`src/rtl/frag_tlb.sv`:
```
module frag_tlb #(
  parameter int VPN_W   = 20,
  parameter int PPN_W   = 28,
  parameter int SMALL_N = 4,
  parameter int LARGE_N = 16
) (
  input  logic               clk,
  input  logic               rst_n,
  input  logic               flush,
  input  logic               lk_req,
  input  logic [VPN_W+11:0]  lk_va,
  input  logic               fill_en,
  input  logic [VPN_W-1:0]   fill_vpn,
  input  logic [PPN_W+11:0]  fill_pte,
  output logic               rsp_hit,
  output logic [PPN_W+11:0]  rsp_pa,
  output logic [5:0]         rsp_flags
);
  localparam int ENT   = SMALL_N + LARGE_N;
  localparam int IDX_W = $clog2(ENT);
  localparam int SP_W  = SMALL_N > 1 ? $clog2(SMALL_N) : 1;
  localparam int LP_W  = LARGE_N > 1 ? $clog2(LARGE_N) : 1;

  logic [VPN_W-1:0] e_vpn [ENT];
  logic [PPN_W-1:0] e_ppn [ENT];
  logic [5:0]       e_flg [ENT];
  logic [2:0]       e_frag[ENT];
  logic [ENT-1:0]   valid;
  logic [SP_W-1:0]  sp;
  logic [LP_W-1:0]  lp;

  wire [VPN_W-1:0] lk_vpn    = lk_va[VPN_W+11:12];
  wire [2:0]       fill_frag = fill_pte[9:7];
  wire             fill_ok   = fill_en & fill_pte[0] & ~flush;
  wire             to_small  = (fill_frag == 3'd0);
  wire [IDX_W-1:0] widx      = to_small ? IDX_W'(sp) : IDX_W'(SMALL_N) + IDX_W'(lp);
  wire [VPN_W-1:0] fill_mask = {VPN_W{1'b1}} << fill_frag;

  logic             hit_c;
  logic [IDX_W-1:0] sel;
  always_comb begin
    hit_c = 1'b0;
    sel   = '0;
    for (int i = ENT - 1; i >= 0; i--)
      if (valid[i] && ((lk_vpn & ({VPN_W{1'b1}} << e_frag[i])) == e_vpn[i])) begin
        hit_c = 1'b1;
        sel   = IDX_W'(i);
      end
  end

  wire [VPN_W-1:0] low_bits = lk_vpn & ~({VPN_W{1'b1}} << e_frag[sel]);
  wire [PPN_W-1:0] ppn_c    = e_ppn[sel] | PPN_W'(low_bits);
  wire             take     = lk_req & ~flush & hit_c;

  always_ff @(posedge clk or negedge rst_n) begin
    if (!rst_n) begin
      valid     <= '0;
      sp        <= '0;
      lp        <= '0;
      rsp_hit   <= 1'b0;
      rsp_pa    <= '0;
      rsp_flags <= '0;
    end else begin
      rsp_hit   <= take;
      rsp_pa    <= take ? {ppn_c, lk_va[11:0]} : '0;
      rsp_flags <= take ? e_flg[sel] : '0;
      if (flush) valid <= '0;
      else if (fill_ok) begin
        valid[widx] <= 1'b1;
        if (to_small) sp <= (sp == SP_W'(SMALL_N - 1)) ? '0 : sp + 1'b1;
        else          lp <= (lp == LP_W'(LARGE_N - 1)) ? '0 : lp + 1'b1;
      end
    end
  end

  always_ff @(posedge clk) begin
    if (fill_ok) begin
      e_vpn[widx]  <= fill_vpn & fill_mask;
      e_ppn[widx]  <= fill_pte[PPN_W+11:12] & PPN_W'({{(PPN_W > VPN_W ? PPN_W - VPN_W : 1){1'b1}}, fill_mask});
      e_flg[widx]  <= fill_pte[6:1];
      e_frag[widx] <= fill_frag;
    end
  end

  assert_flush_clears_R7: assert property (@(posedge clk) disable iff (!rst_n)
    flush |=> (valid == '0));
  assert_bad_fill_ignored_R2: assert property (@(posedge clk) disable iff (!rst_n)
    (fill_en && !fill_pte[0] && !flush) |=> $stable(valid));
  assert_small_fill_spares_large_R6: assert property (@(posedge clk) disable iff (!rst_n)
    (fill_ok && to_small) |=> $stable(valid[ENT-1:SMALL_N]));
  assert_large_fill_spares_small_R6: assert property (@(posedge clk) disable iff (!rst_n)
    (fill_ok && !to_small) |=> $stable(valid[SMALL_N-1:0]));
  assert_hit_needs_request_R5: assert property (@(posedge clk) disable iff (!rst_n)
    rsp_hit |-> $past(lk_req && !flush));
endmodule

```
`config.mk`:
```
export PLATFORM = sky130hd
export DESIGN_NAME = frag_tlb
export DESIGN_NICKNAME = d
export VERILOG_FILES = /design/src/rtl/frag_tlb.sv
export SDC_FILE = /design/constraint.sdc
export NUM_CORES = 2
export LEC_CHECK = 0
export BUFFER_PORTS_ARGS = -buffer_cell sky130_fd_sc_hd__buf_4
export CELL_PAD_IN_SITES_DETAIL_PLACEMENT = 1
export CELL_PAD_IN_SITES_GLOBAL_PLACEMENT = 1
export CORE_UTILIZATION = 39
export DETAILED_ROUTE_END_ITERATION = 16
export MAX_ROUTING_LAYER = met4
export PLACE_DENSITY = 0.71
export RECOVER_POWER = 50
export SKIP_CTS_REPAIR_TIMING = 1
export SLEW_MARGIN = 40
export SYNTH_ARGS = -nofsm -noshare
export SYNTH_HDL_FRONTEND = slang
export SYNTH_SLANG_ARGS = --single-unit
```
`constraint.sdc`:
```
create_clock -name clk -period 7.6 [get_ports clk]
set_input_delay 0.38 -clock clk [delete_from_list [all_inputs] [get_ports clk]]
set_output_delay 0.38 -clock clk [all_outputs]
set_load 0.05 [all_outputs]
```
==> reports/metrics.csv <==
stage,metric,value,unit
synthesis,leading area contributor after synthesis,edfxtp_1,
status,outcome,finished with violations,
setup_path,CP Launch Type,flop,
power_and_ir_drop,Static Leak,20.86,nW
place,Port Buf Inserts,141,
status,violated checks,"capacitance limit, slew limit",
setup_path,maximum fanout along the worst path,9,
sta,final setup skew,0.03130,ns
drt,# DRC,0,
cells_and_area,area grow syn2layout,14.97,%
synthesis,"Net Count, Synth",3883,
cts,clock slew at reported path FFs,0.06,ns
synthesis,Synth top cells by count,"1152 x edfxtp_1, 267 x mux2i_1, 260 x nand2_1, 179 x a211oi_1, 178 x xor2_1",
synthesis,YS warnings,0,
power_and_ir_drop,total power,14.92,mW
cts,clk_lat worst skew,0.78,ns
die,Initial Util,39.28,%
cts,CTS root buf,clkbuf_16,
drt,DRT antenna net count,0,
synthesis,Synth top area share,64.13,%
setup_path,Critical Path Sink Type,flop,
drt,via count,35140,
cts,clock buffer depth,3,
global_routing,pin count of the biggest net entering global routing,107,
sta,max-slew violations,596,
synthesis,part of the Yosys area used for sequential elements,67.51,%
place,routability cong.,0.9376,
global_routing,GR Util All Layers,25.02,%
job,max-capacitance violation count,27,
synthesis,synth top area cells,"edfxtp_1 64%, mux2i_1 5.0%, dfrtp_1 3.4%, xor2_1 2.9%, a211oi_1 2.5%",
place,post-DP HPWL,100400,µm
sta,fin crit share,77.49,%
sta,Finish-stage setup viols,0,
synthesis,Syn Std Cell Area,53940,µm²
hold_path,worst hold path type,primary input to flop,
drt,"wirelength, routed",172200,µm
sta,RSZ-0062 raised after global routing,no,
die,CORE AREA,137300,µm²
die,chip width,373.9,µm
cts,H-tree Lvls,4,
synthesis,"Avg Cell Area, Syn",14.26,µm²
setup_path,"Req. time, crit path",8.21,ns
die,die area,139800,µm²
synthesis,Post-synth EDFFs,1152,
power_and_ir_drop,maximum vdd drop,0.0002484,V
cts,Num CTS Buffers,135,
synthesis,Yosys reg bits,1225,
die,IO Count,144,
synthesis,most frequent cell after synthesis,edfxtp_1,
drt,DRT Pass-1 Iters,5,
global_routing,first-pass GRT wire length,248000,µm
synthesis,asr flop ratio synth,5.959,%
synthesis,Yosys cell types,96,
sta,fin crit period,5.889,ns
sta,sum of negative setup slack,0,ns
power_and_ir_drop,power per cell area,240.6,nW/µm²
drt,drt initial violations,3625,
cts,Sinks on Clock Net,1225,
sta,final hold violations,0,
drt,WL per Instance,29.25,µm
drt,DR vias/cell,5.967,
cells_and_area,share of cells above drive strength 1,11.24,%
global_routing,antenna violations before repair,12,
setup_path,WS Path Type,flop to flop,
sta,worst-margin pin slew,2.693,ns
die,Core Rows,136,
cells_and_area,Layout Nets,4081,
setup_path,Worst EP arrival,6.50,ns
sta,FMAX,169.8,MHz
synthesis,Synth Flop Type,edfxtp_1,
global_routing,grt ovf,0,
die,die height,373.9,µm
sta,Slew headroom,-79.52,%
synthesis,Mapped Cells,3783,
global_routing,vias in the first global route,36300,
cts,CTS tree,built,
sequential cells by signal, summed over array words and instances, names as in the netlist:
signal,flops
e_ppn,560
e_vpn,400
e_flg,120
e_frag,72
rsp_pa,40
valid,20
rsp_flags,6
lp,4
sp,2
rsp_hit,1
per-layer routing:
metal | share of wire [%] | track usage [%] | vias up
met5 | 0 | - | -
met4 | 3.4 | 8.456 | 0
met3 | 7.8 | 3.944 | 349
met2 | 48 | 40.40 | 1455
met1 | 41 | 32.11 | 18330
li1 | - | - | 15010
cell usage in the layout, fill, tap and decap left out, types with 14 or more instances in the layout:
cell type	n
a211o_1	37
a21oi_1	83
a2111oi_0	25
buf_4	130
nor2b_1	140
dfrtp_1	73
inv_1	46
nand2b_1	34
clkbuf_16	139
dlygate4sd3_1	40
and3_1	20
clkbuf_1	102
clkinv_1	14
edfxtp_1	1152
nor2_4	21
mux2i_1	267
nor3b_1	19
clkbuf_8	19
mux2_2	26
nor3_1	68
a21o_1	19
o22ai_1	25
a31oi_1	51
nand2_1	260
nand3_1	112
nor4b_1	26
a211oi_1	179
and2_1	27
xnor2_1	144
xor2_1	178
nor2_1	99
and4_1	27
o21ai_0	58
or4_1	15
nand4_1	61
clkinv_2	19
nor4_1	47
a21boi_0	25
layout make-up:
type                            instances  area [µm²]
Fill cell                           13640       75300
Sequential cell                      1225       36420
Multi-Input combinational cell       2307       16610
Clock buffer                          191        3864
Tap cell                             1794        2245
Timing Repair Buffer                  261        2034
Clock inverter                         58       648.1
Inverter                               51       193.9
Antenna cell                            2       5.005
through the flow:
| stage | hold WS [ns] | util (%) | cell area [µm²] | worst slack, ns | cells |
|---|---|---|---|---|---|
| 2_1_floorplan | 0.08441 | - | 53940 | 3.088 | 3783 |
| 3_3_place_gp | 0.4339 | 41.60 | 57130 | 1.622 | 5587 |
| 3_5_place_dp | 0.4299 | 41.79 | 57390 | 1.696 | 5597 |
| 4_1_cts | -0.4068 | 45.08 | 61900 | 1.890 | 5846 |
| 5_1_grt | 0.07256 | 45.16 | 62020 | 1.617 | 5888 |
| 6_report | 0.07413 | 45.16 | 62020 | 1.711 | 5889 |
cell families after synthesis:
kind of cell,after synthesis,share of synthesized area [%]
flip-flops,1225,67.51
AND/OR/NAND/NOR,1058,10.73
AO/OA/AOI/OAI,624,8.417
XOR/XNOR,322,5.228
multiplexers,300,5.775
buffers and inverters,251,2.261
adder cells (fa/ha/maj),3,0.06959
report_power, final:
group	switching [mW]	internal (mW)
Combinational	0.575	0.194
Sequential	0.0534	7.50
Clock	2.76	3.85
critical path, stage by stage (launching register included):
cell       delay (ns)
edfxtp_1         0.53
nor4b_1          0.47
xnor2_1          0.17
o211ai_1         0.15
nor4bb_1         0.35
and4b_1          0.47
a21oi_1          0.15
a2111oi_0        0.66
o41ai_1          0.37
a221oi_4         0.62
buf_4            0.30
mux2_2           0.36
o21ai_0          0.17
nand3b_1         0.38
nand2_1          0.15
o21ai_1          0.28
a31oi_1          0.12
final timing paths:
kind	from	to	slack, ns	depth (start not counted)
max	e_frag[9][2]$_DFFE_PP_	rsp_pa[12]$_DFF_PN0_	1.71	16
min	lk_req	rsp_hit$_DFF_PN0_	0.07	3
max reg2reg	e_frag[9][2]$_DFFE_PP_	rsp_pa[12]$_DFF_PN0_	1.71	16
min reg2reg	valid[0]$_DFFE_PN0P_	valid[0]$_DFFE_PN0P_	0.55	2
max in group asynchronous	rst_n	valid[8]$_DFFE_PN0P_	2.24	4
min in group asynchronous	rst_n	rsp_pa[35]$_DFF_PN0_	0.98	2
Power figures use the tool's default switching activity.
